### src/rtl/scpu_pkg.sv
package scpu_pkg;
  localparam int XLEN  = 32;
  localparam int OP_W  = 6;
  localparam int RIDX_W = 5;
  localparam int FNF_W = 11; // shamt + funct

  localparam logic [OP_W-1:0] OP_RTYPE = 6'd0;
  localparam logic [OP_W-1:0] OP_JUMP  = 6'd2;
  localparam logic [OP_W-1:0] OP_BEQ   = 6'd4;
  localparam logic [OP_W-1:0] OP_LW    = 6'd35;
  localparam logic [OP_W-1:0] OP_SW    = 6'd43;

  localparam logic [5:0] FN_ADD = 6'd32;
  localparam logic [5:0] FN_SUB = 6'd34;
  localparam logic [5:0] FN_AND = 6'd36;
  localparam logic [5:0] FN_OR  = 6'd37;
  localparam logic [5:0] FN_SLT = 6'd42;

  typedef enum logic [3:0] {
    ALU_AND = 4'b0000,
    ALU_OR  = 4'b0001,
    ALU_ADD = 4'b0010,
    ALU_SUB = 4'b0110,
    ALU_SLT = 4'b0111
  } aluCtl_e;

  typedef enum logic [1:0] {
    AOP_ADD   = 2'b00,
    AOP_SUB   = 2'b01,
    AOP_FUNCT = 2'b10
  } aluOp_e;

  typedef struct packed {
    logic    regDst;
    logic    aluSrc;
    logic    memToReg;
    logic    regWrite;
    logic    memRead;
    logic    memWrite;
    logic    branch;
    logic    jump;
    aluCtl_e aluCtl;
  } ctrl_t;
endpackage

### src/rtl/scpu_ctrl.sv
module scpu_ctrl
  import scpu_pkg::*;
(
  input  logic [OP_W-1:0]  opcode,
  input  logic [FNF_W-1:0] fnField,
  output ctrl_t            ctl
);
  logic    fnOk;
  aluCtl_e fnAlu;
  aluOp_e  aluOp;

  // function-field decode: shamt must be zero and funct one of five
  always_comb begin
    fnOk  = (fnField[10:6] == 5'd0);
    fnAlu = ALU_ADD;
    unique case (fnField[5:0])
      FN_ADD:  fnAlu = ALU_ADD;
      FN_SUB:  fnAlu = ALU_SUB;
      FN_AND:  fnAlu = ALU_AND;
      FN_OR:   fnAlu = ALU_OR;
      FN_SLT:  fnAlu = ALU_SLT;
      default: fnOk  = 1'b0;
    endcase
  end

  always_comb begin
    ctl   = '0;
    aluOp = AOP_ADD;
    case (opcode)
      OP_RTYPE: begin
        ctl.regDst   = 1'b1;
        ctl.regWrite = fnOk;
        aluOp        = AOP_FUNCT;
      end
      OP_LW: begin
        ctl.aluSrc   = 1'b1;
        ctl.memToReg = 1'b1;
        ctl.regWrite = 1'b1;
        ctl.memRead  = 1'b1;
      end
      OP_SW: begin
        ctl.aluSrc   = 1'b1;
        ctl.memWrite = 1'b1;
      end
      OP_BEQ: begin
        ctl.branch = 1'b1;
        aluOp      = AOP_SUB;
      end
      OP_JUMP: ctl.jump = 1'b1;
      default: ;
    endcase
    case (aluOp)
      AOP_SUB:   ctl.aluCtl = ALU_SUB;
      AOP_FUNCT: ctl.aluCtl = fnAlu;
      default:   ctl.aluCtl = ALU_ADD;
    endcase
  end
endmodule

### src/rtl/scpu_regfile.sv
module scpu_regfile
  import scpu_pkg::*;
#(
  parameter int NUM_REGS = 32,
  localparam int AW = $clog2(NUM_REGS)
) (
  input  logic            clk,
  input  logic            rstN,
  input  logic [AW-1:0]   raddrA,
  input  logic [AW-1:0]   raddrB,
  input  logic            we,
  input  logic [AW-1:0]   waddr,
  input  logic [XLEN-1:0] wdata,
  output logic [XLEN-1:0] rdataA,
  output logic [XLEN-1:0] rdataB
);
  logic [XLEN-1:0] regs [NUM_REGS];

  for (genvar g = 0; g < NUM_REGS; g++) begin : g_reg
    if (g == 0) begin : g_zero
      assign regs[0] = '0;
    end else begin : g_store
      always_ff @(posedge clk or negedge rstN) begin
        if (!rstN)                         regs[g] <= '0;
        else if (we && waddr == AW'(g))    regs[g] <= wdata;
      end
    end
  end

  assign rdataA = regs[raddrA];
  assign rdataB = regs[raddrB];
endmodule

### src/rtl/scpu_dpath.sv
module scpu_dpath
  import scpu_pkg::*;
#(
  parameter logic [XLEN-1:0] RESET_PC = '0,
  parameter int NUM_REGS = 32
) (
  input  logic            clk,
  input  logic            rstN,
  input  ctrl_t           ctl,
  input  logic [XLEN-1:0] instr,
  input  logic [XLEN-1:0] dataRdData,
  output logic [XLEN-1:0] pc,
  output logic [XLEN-1:0] dataAddr,
  output logic [XLEN-1:0] dataWrData,
  output logic            dataWrEn,
  output logic            dataRdEn
);
  logic [XLEN-1:0] pcPlus4, brTarget, jTarget, pcNext;
  logic [XLEN-1:0] immExt, opA, opB, rdB, aluRes, wbData;
  logic [RIDX_W-1:0] wAddr;
  logic zero;

  assign immExt   = {{(XLEN-16){instr[15]}}, instr[15:0]};
  assign pcPlus4  = pc + XLEN'(4);
  assign brTarget = pcPlus4 + (immExt << 2);
  assign jTarget  = {pcPlus4[XLEN-1:XLEN-4], instr[25:0], 2'b00};

  always_comb begin
    if (ctl.jump)                  pcNext = jTarget;
    else if (ctl.branch && zero)   pcNext = brTarget;
    else                           pcNext = pcPlus4;
  end

  always_ff @(posedge clk or negedge rstN) begin
    if (!rstN) pc <= RESET_PC;
    else       pc <= pcNext;
  end

  assign wAddr  = ctl.regDst ? instr[15:11] : instr[20:16];
  assign wbData = ctl.memToReg ? dataRdData : aluRes;

  scpu_regfile #(.NUM_REGS(NUM_REGS)) i_regs (
    .clk    (clk),
    .rstN   (rstN),
    .raddrA (instr[25:21]),
    .raddrB (instr[20:16]),
    .we     (ctl.regWrite),
    .waddr  (wAddr),
    .wdata  (wbData),
    .rdataA (opA),
    .rdataB (rdB)
  );

  assign opB = ctl.aluSrc ? immExt : rdB;

  always_comb begin
    case (ctl.aluCtl)
      ALU_AND: aluRes = opA & opB;
      ALU_OR:  aluRes = opA | opB;
      ALU_SUB: aluRes = opA - opB;
      ALU_SLT: aluRes = ($signed(opA) < $signed(opB)) ? XLEN'(1) : '0;
      default: aluRes = opA + opB;
    endcase
  end
  assign zero = (aluRes == '0);

  assign dataAddr   = aluRes;
  assign dataWrData = rdB;
  assign dataWrEn   = ctl.memWrite;
  assign dataRdEn   = ctl.memRead;
endmodule

### src/rtl/scpu_top.sv
module scpu_top
  import scpu_pkg::*;
#(
  parameter logic [31:0] RESET_PC = 32'h0,
  parameter int NUM_REGS = 32
) (
  input  logic        clk,
  input  logic        rstN,
  output logic [31:0] instrAddr,
  input  logic [31:0] instrData,
  output logic [31:0] dataAddr,
  output logic [31:0] dataWrData,
  output logic        dataWrEn,
  output logic        dataRdEn,
  input  logic [31:0] dataRdData
);
  ctrl_t ctl;

  scpu_ctrl i_ctrl (
    .opcode  (instrData[31:26]),
    .fnField (instrData[10:0]),
    .ctl     (ctl)
  );

  scpu_dpath #(.RESET_PC(RESET_PC), .NUM_REGS(NUM_REGS)) i_dpath (
    .clk        (clk),
    .rstN       (rstN),
    .ctl        (ctl),
    .instr      (instrData),
    .dataRdData (dataRdData),
    .pc         (instrAddr),
    .dataAddr   (dataAddr),
    .dataWrData (dataWrData),
    .dataWrEn   (dataWrEn),
    .dataRdEn   (dataRdEn)
  );
endmodule

### config.mk
export PLATFORM = sky130hd
export DESIGN_NAME = scpu_top
export DESIGN_NICKNAME = d
export VERILOG_FILES = /design/src/rtl/scpu_pkg.sv /design/src/rtl/scpu_ctrl.sv /design/src/rtl/scpu_regfile.sv /design/src/rtl/scpu_dpath.sv /design/src/rtl/scpu_top.sv
export SDC_FILE = /design/constraint.sdc
export NUM_CORES = 2
export LEC_CHECK = 0
export BUFFER_PORTS_ARGS = -buffer_cell sky130_fd_sc_hd__buf_2
export CAP_MARGIN = 15
export CORE_MARGIN = 4
export CORE_UTILIZATION = 49
export DETAILED_ROUTE_END_ITERATION = 8
export PLACE_DENSITY = 0.78
export RECOVER_POWER = 100
export SETUP_SLACK_MARGIN = 0.4
export SYNTH_ARGS = -nofsm -noshare
export SYNTH_HDL_FRONTEND = slang
export SYNTH_SLANG_ARGS = --single-unit
### constraint.sdc
create_clock -name clk -period 12.28 [get_ports clk]
set_input_delay 3.684 -clock clk [delete_from_list [all_inputs] [get_ports clk]]
set_output_delay 3.684 -clock clk [all_outputs]
set_load 0.05 [all_outputs]
# Yosys cells after proc, flatten, opt, wreduce, memory -nomap -nowiden

Index checks and enable logic that the tools add are counted.

Logic and storage cells: 150
Output and inout port bits: 98
Register bits: 1024
Input port bits: 66

Equal/unequal tests: 45
Add/sub/neg operators: 4
Reductions and logical operators: 38
Mux-type cells: 24
$lt $le $gt $ge: 3
Bitwise logic cells: 4

Operators by type and width:

| operator                                                        | count |
|---|---|
| 32-bit binary-select mux with 5-bit select                      | 2 |
| 32-bit 2-to-1 mux                                               | 8 |
| 32-bit case mux with 4 select lines                             | 1 |
| 5-bit == test, second input constant                            | 16 |
| 32-bit adder                                                    | 2 |
| 6-bit == test, second input constant                            | 7 |
| 5-bit by 4-bit == test with 1-bit output, second input constant | 8 |
| 32-bit by 3-bit adder with 32-bit output, second input constant | 1 |
| 32-bit AND                                                      | 1 |
| 1-bit logical AND                                               | 32 |
| 32-bit zero test                                                | 1 |
| 32-bit less-than comparator                                     | 1 |
| 32-bit bitwise OR                                               | 1 |
| 32-bit subtractor                                               | 1 |
| 5-bit by 3-bit == test with 1-bit output, second input constant | 4 |
| 6-bit greater-or-equal comparator, second input constant        | 2 |
| 5-bit inverter with 6-bit output                                | 2 |
| 3-bit case mux with 4 select lines                              | 1 |
| 5-bit by 2-bit == test with 1-bit output, second input constant | 2 |
| 1-bit 2-to-1 mux                                                | 8 |
| 3-bit == test, second input constant                            | 2 |
| 6-bit by 2-bit == test with 1-bit output, second input constant | 1 |
| 6-bit by 3-bit == test with 1-bit output, second input constant | 1 |
| 6-bit zero test                                                 | 1 |
| 12 further kinds                                                | 12 |

# Longest topological paths before layout

Depth in word-level cells: 12
Gate-level depth with buffers: 28
Mapped depth without buffers: 23

# Modules after synthesis

From an unflattened synthesis, not the netlist that was laid out.

Cell total of the unflattened synthesis: 5067
Area total of the unflattened synthesis: 63180.6 sq um

By module, submodules not included:

| module       | area an instance (sq um) | instances | sequential area each (sq um) | cells each |
|---|---|---|---|---|
| scpu_regfile | 53226.0                  | 1         | 24823.8                      | 3639 |
| scpu_dpath   | 9720.6                   | 1         | 750.7                        | 1392 |
| scpu_ctrl    | 234.0                    | 1         | 0.0                          | 36 |

# Worst setup path before layout

Ideal clock, no wire load.

Kind: input port to output port
Start: input port instrData[16]
End: output port dataAddr[24]
Stages on the path: 21
Data required time: 8596 ps
Buffers on the path: 5
Data arrival time: 10091 ps
Slack: -1495 ps
Cell sequence: clkbuf_1 > clkbuf_1 > buf_1 > clkbuf_1 > mux2i_1 > a21oi_1 > mux4_2 > mux2_2 > nor2b_1 > a21oi_1 > ha_1 > clkbuf_1 > or4_1 > or4_1 > nor4_1 > o21ai_1 > a311o_1 > a2bb2oi_1 > a21o_1 > mux2i_1 > o21ai_0

Word-level cells in the longest chain between the ends: 7
Elaborated cells on any way between the ends: 10
Classes of those cells: 2 x add/sub; 5 x mux; 3 x bitwise

RTL lines:

| element                                                    | line                               | text |
|---|---|---|
| start, declared                                            | scpu_top.sv:10                     | `input logic [31:0] instrData,` |
| 5-bit inverter with 6-bit output (implied by the code) (*) | scpu_regfile.sv:31                 | `assign rdataB = regs[raddrB];` |
| 32-bit binary-select mux with 5-bit select (*)             | scpu_regfile.sv:31                 |  |
| 32-bit 2-to-1 mux (implied by the code) (*) (2 in series)  | scpu_regfile.sv:31                 |  |
| via dataWrData[14]                                         | scpu_top.sv:12                     | `output logic [31:0] dataWrData,` |
| 32-bit 2-to-1 mux (*)                                      | scpu_dpath.sv:54                   | `assign opB = ctl.aluSrc ? immExt : rdB;` |
| 32-bit adder / 32-bit subtractor (equally long branches)   | scpu_dpath.sv:62, scpu_dpath.sv:60 |  |
| 32-bit case mux with 4 select lines (*)                    | scpu_dpath.sv:57                   | `case (ctl.aluCtl)` |
| end, declared                                              | scpu_top.sv:11                     | `output logic [31:0] dataAddr,` |

The timed path passes the listed nets; every way through them passes the cells marked *. The select of a mux whose other input is x is not followed.

# Final worst setup path

Start: input port instrData[16]
End: output port dataAddr[29]

Word-level cells in the longest chain between the ends: 7
Elaborated cells on any way between the ends: 10
Classes of those cells: 2 x add/sub; 5 x mux; 3 x bitwise

RTL lines:

| element                                                    | line               | text |
|---|---|---|
| 5-bit inverter with 6-bit output (implied by the code) (*) | scpu_regfile.sv:31 |  |
| 32-bit binary-select mux with 5-bit select (*)             | scpu_regfile.sv:31 |  |
| 32-bit 2-to-1 mux (implied by the code) (*) (2 in series)  | scpu_regfile.sv:31 |  |
| 32-bit 2-to-1 mux (*)                                      | scpu_dpath.sv:54   |  |
| 32-bit adder (tied with other cells)                       | scpu_dpath.sv:62   | `default: aluRes = opA + opB;` |
| 32-bit case mux with 4 select lines (*)                    | scpu_dpath.sv:57   |  |

Mark *: on every way between the ends. The rest lies on a longest branch, timed or not. The select of a mux whose other input is x is not followed.

==> metrics.md <==
| Metric | Value |
|---|---|
| Final min period | roughly 12 ns |
| Register area | around 26000 um^2 |
| Core area | 121000 um^2 |
| Fmax | between 80 and 90 MHz |
| Clock skew | ~0.049 ns |
| Total clock sinks | 1022 |
| Worst path arrival time | 8.52 ns |
| Syn Inst Count | roughly 5600 |
| Count of antenna-violating nets left after detailed routing | 0 |
| Initial antenna violation count | 2 |
| Overall global routing resource usage | 0.333 |
| CTS tree | yes |
| Synthesis Warnings | 0 |
| EDFF count, synth | 0 |
| Commonest non-fill, non-tap cells in the layout | nand2_1, o21ai_0, dfrtp_1, mux4_2, buf_4 |
| Die width | 357 um |
| Commonest non-fill, non-tap cell in the layout | nand2_1 |
| Hold WS | approximately 0.5 ns |
| Core Rows | 127 |
| Worst EP required | 8.60 ns |
| # DRC | 0 |
| First drt pass iteration count | 6 |
| Sequential share of the synthesized area | 0.427 |
| Final nets | 6145 |
| Finish-stage setup viols | 0 |
| Io pins | 164 |
| Mapped Avg Cell Area | 10.6 um^2 |
| Pleak | 30.8 nW |
| Failing checks | max-capacitance violations, max-slew violations |
| Fin. Hold Viols | 0 |
| Power density over the cells | 114 nW/um^2 |
| Worst-margin pin slew | 4.15 ns |
| RR Startpoint | i_dpath.i_regs.regs[640] |
| Gr ovfl total | 0 |
| Crit Path Category | input pin to output port |
| Routed vias/inst | 6.74 |
| RSZ-0062 raised after global routing | yes |
| Port bufs | 161 |
| Flops & latches, synth | 1022 |
| Fillers | 9150 |
| Starting Density | 0.496 |
| Cell Area, Synth | around 60000 um^2 |
| Startpoint types | input pin |
| Synth top area share | 0.427 |
| Die area | 128000 um^2 |
| Fraction of layout cells with a size suffix above 1 | 0.270 |
| Hold_sp | i_dpath.i_regs.regs[414] |
| Post-layout util | 0.586 |
| Largest net degree at the start of global routing | 177 |
| Post-DP Area | 65600 um^2 |
| Routed len/inst | between 20 and 30 um |
| Setup TNS | 0 ns |
| Routed WL | 214 mm |
| Cell variety after synth | a little over 90 |
| First-pass GRT wire length | 323 mm |
| H-tree depth | 3 |
| TritonCTS buffer count | 101 |
| Top FF cell, synth | dfrtp_1 |
| Cell taking the most area after synthesis | dfrtp_1 |
| Clock-pin slew on the worst setup and hold paths | 0.06 ns |
| Clock Latency Late Sink | 0.72 ns |
| Iteration-0 DRC Markers | 6811 |
| Final slew viol count | around 1300 |
| Die Height | 357 um |
| Area of the multi-input gates | 33000 um^2 |
| Deepest clock path buffer count | 3 |
| Final period util | 0.993 |
| Worst Hold Class | register to register |
| Worst Setup SP | instrData[16] |
| Clk root buf | clkbuf_16 |
| DP Worst Slack | -0.515 ns |
| Routability Congestion | ~1 |
| Max-slew headroom at the worst pin | -1.77 |
| Via Count | roughly 50000 |
| Crit path capture type | output port |
| VDD IR-drop max | 0.000122 V |
| Area delta synth->final | 18.2% |
| Final WS setup | between 0.08 and 0.09 ns |
| Ys async rst share | 1.00 |
| Vias in the first global route | 53200 |
| Max-cap violations | 19 |
| Layout Cell Area excl Fill | 70700 um^2 |
| Crit-path max FO | 8 |
| Top cells by area, synth | dfrtp_1, mux4_2, o21ai_0 |
| Dpl hpwl | 126 mm |
| Status | finished with violations |
==> per-layer routing <==
| metal | track usage | up-vias | routed length [um] | part of all wire |
|---|---|---|---|---|
| li1 | - | 21100 | - | - |
| met5 | 0 | - | 13 | 0.000061 |
| met4 | 0.210 | 2 | 15900 | 0.074 |
| met1 | 0.407 | 25600 | 73100 | 0.34 |
| met2 | 0.519 | 3771 | 97100 | 0.45 |
| met3 | 0.102 | 1036 | 27800 | 0.13 |
==> flip-flops by register name, indices dropped and copies added (netlist names) <==
name	count
i_dpath.i_regs.regs	992
i_dpath.pc	30
==> critical path, stage by stage <==
cell and delay, ns:
buf_16 0.14, buf_16 0.16, buf_12 0.16, mux4_2 0.51
mux4_2 0.50, mux2_4 0.32, nor2b_4 0.15, a21oi_4 0.19
ha_4 0.25, buf_4 0.14, a21o_1 0.18, a211o_1 0.30
o21a_4 0.27, or2_4 0.27, a31oi_4 0.21, o41ai_2 0.10
a221o_1 0.36, a221o_2 0.38, buf_4 0.21
==> path summary, 6_finish.rpt <==
| path | depth (start not counted) | end | slack (ns) |
|---|---|---|---|
| max | 19 | dataAddr[29] | 0.08 |
| min | 2 | i_dpath.i_regs.regs[414] | 0.50 |
| max reg2reg | 26 | i_dpath.pc[15] | 3.33 |
| min reg2reg | 2 | i_dpath.i_regs.regs[414] | 0.50 |
| max in group asynchronous | 3 | i_dpath.i_regs.regs[27] | 1.63 |
| min in group asynchronous | 1 | i_dpath.i_regs.regs[521] | 3.97 |
==> repair_timing <==
item | in CTS | in global routing
pin swaps | 73 | 61
setup endpoints to repair | 24 | 23
gates cloned | 18 | 2
resized for setup | 207 | 85
hold buffers | 0 | 0
setup buffers | 45 | 17
==> synth_stat cells, drive strengths merged (18+ instances only) <==
library cell,count
mux4,576
nor2,142
xnor2,40
a21o,24
o221ai,18
nand2,1106
xor2,18
mux2i,101
buf,80
mux2,80
a22o,32
o21a,26
ha,129
inv,140
a21oi,200
nor2b,31
dfrtp,1022
nor3,32
clkbuf,441
o21ai,1052
nand3,34
==> cell type report <==
cell class,count,area share
Sequential cell,1022,0.362
Timing Repair Buffer,736,0.0871
Antenna cell,5,0.000177
Clock inverter,46,0.00826
Multi-Input combinational cell,3946,0.466
Clock buffer,139,0.0407
Tap cell,1612,0.0285
Inverter,140,0.00747
==> cells by family after synthesis <==
family / share of synthesized area
buffers and inverters: 0.0422
adders and majority gates: 0.0280
DFF: 0.427
other: 0.0000627
xor gates and xnor gates: 0.00849
muxes: 0.249
and+or+nand+nor: 0.102
AOI/OAI and AO/OA: 0.143
==> through the flow <==
step           std cells  total power [mW]
3_5_place_dp        7371              4.76
2_1_floorplan       5629              4.35
4_1_cts             7619              8.02
3_3_place_gp        7371              4.73
5_1_grt             7643              8.29
6_report            7646              8.06
==> power by group <==
part	internal (mW)	leakage [nW]	switching [mW]	total (mW)
Clock	1.85	1.71	1.44	3.28
Combinational	0.483	14.8	0.824	1.31
Sequential	3.41	14.2	0.0535	3.47
Power figures use the tool's default switching activity.
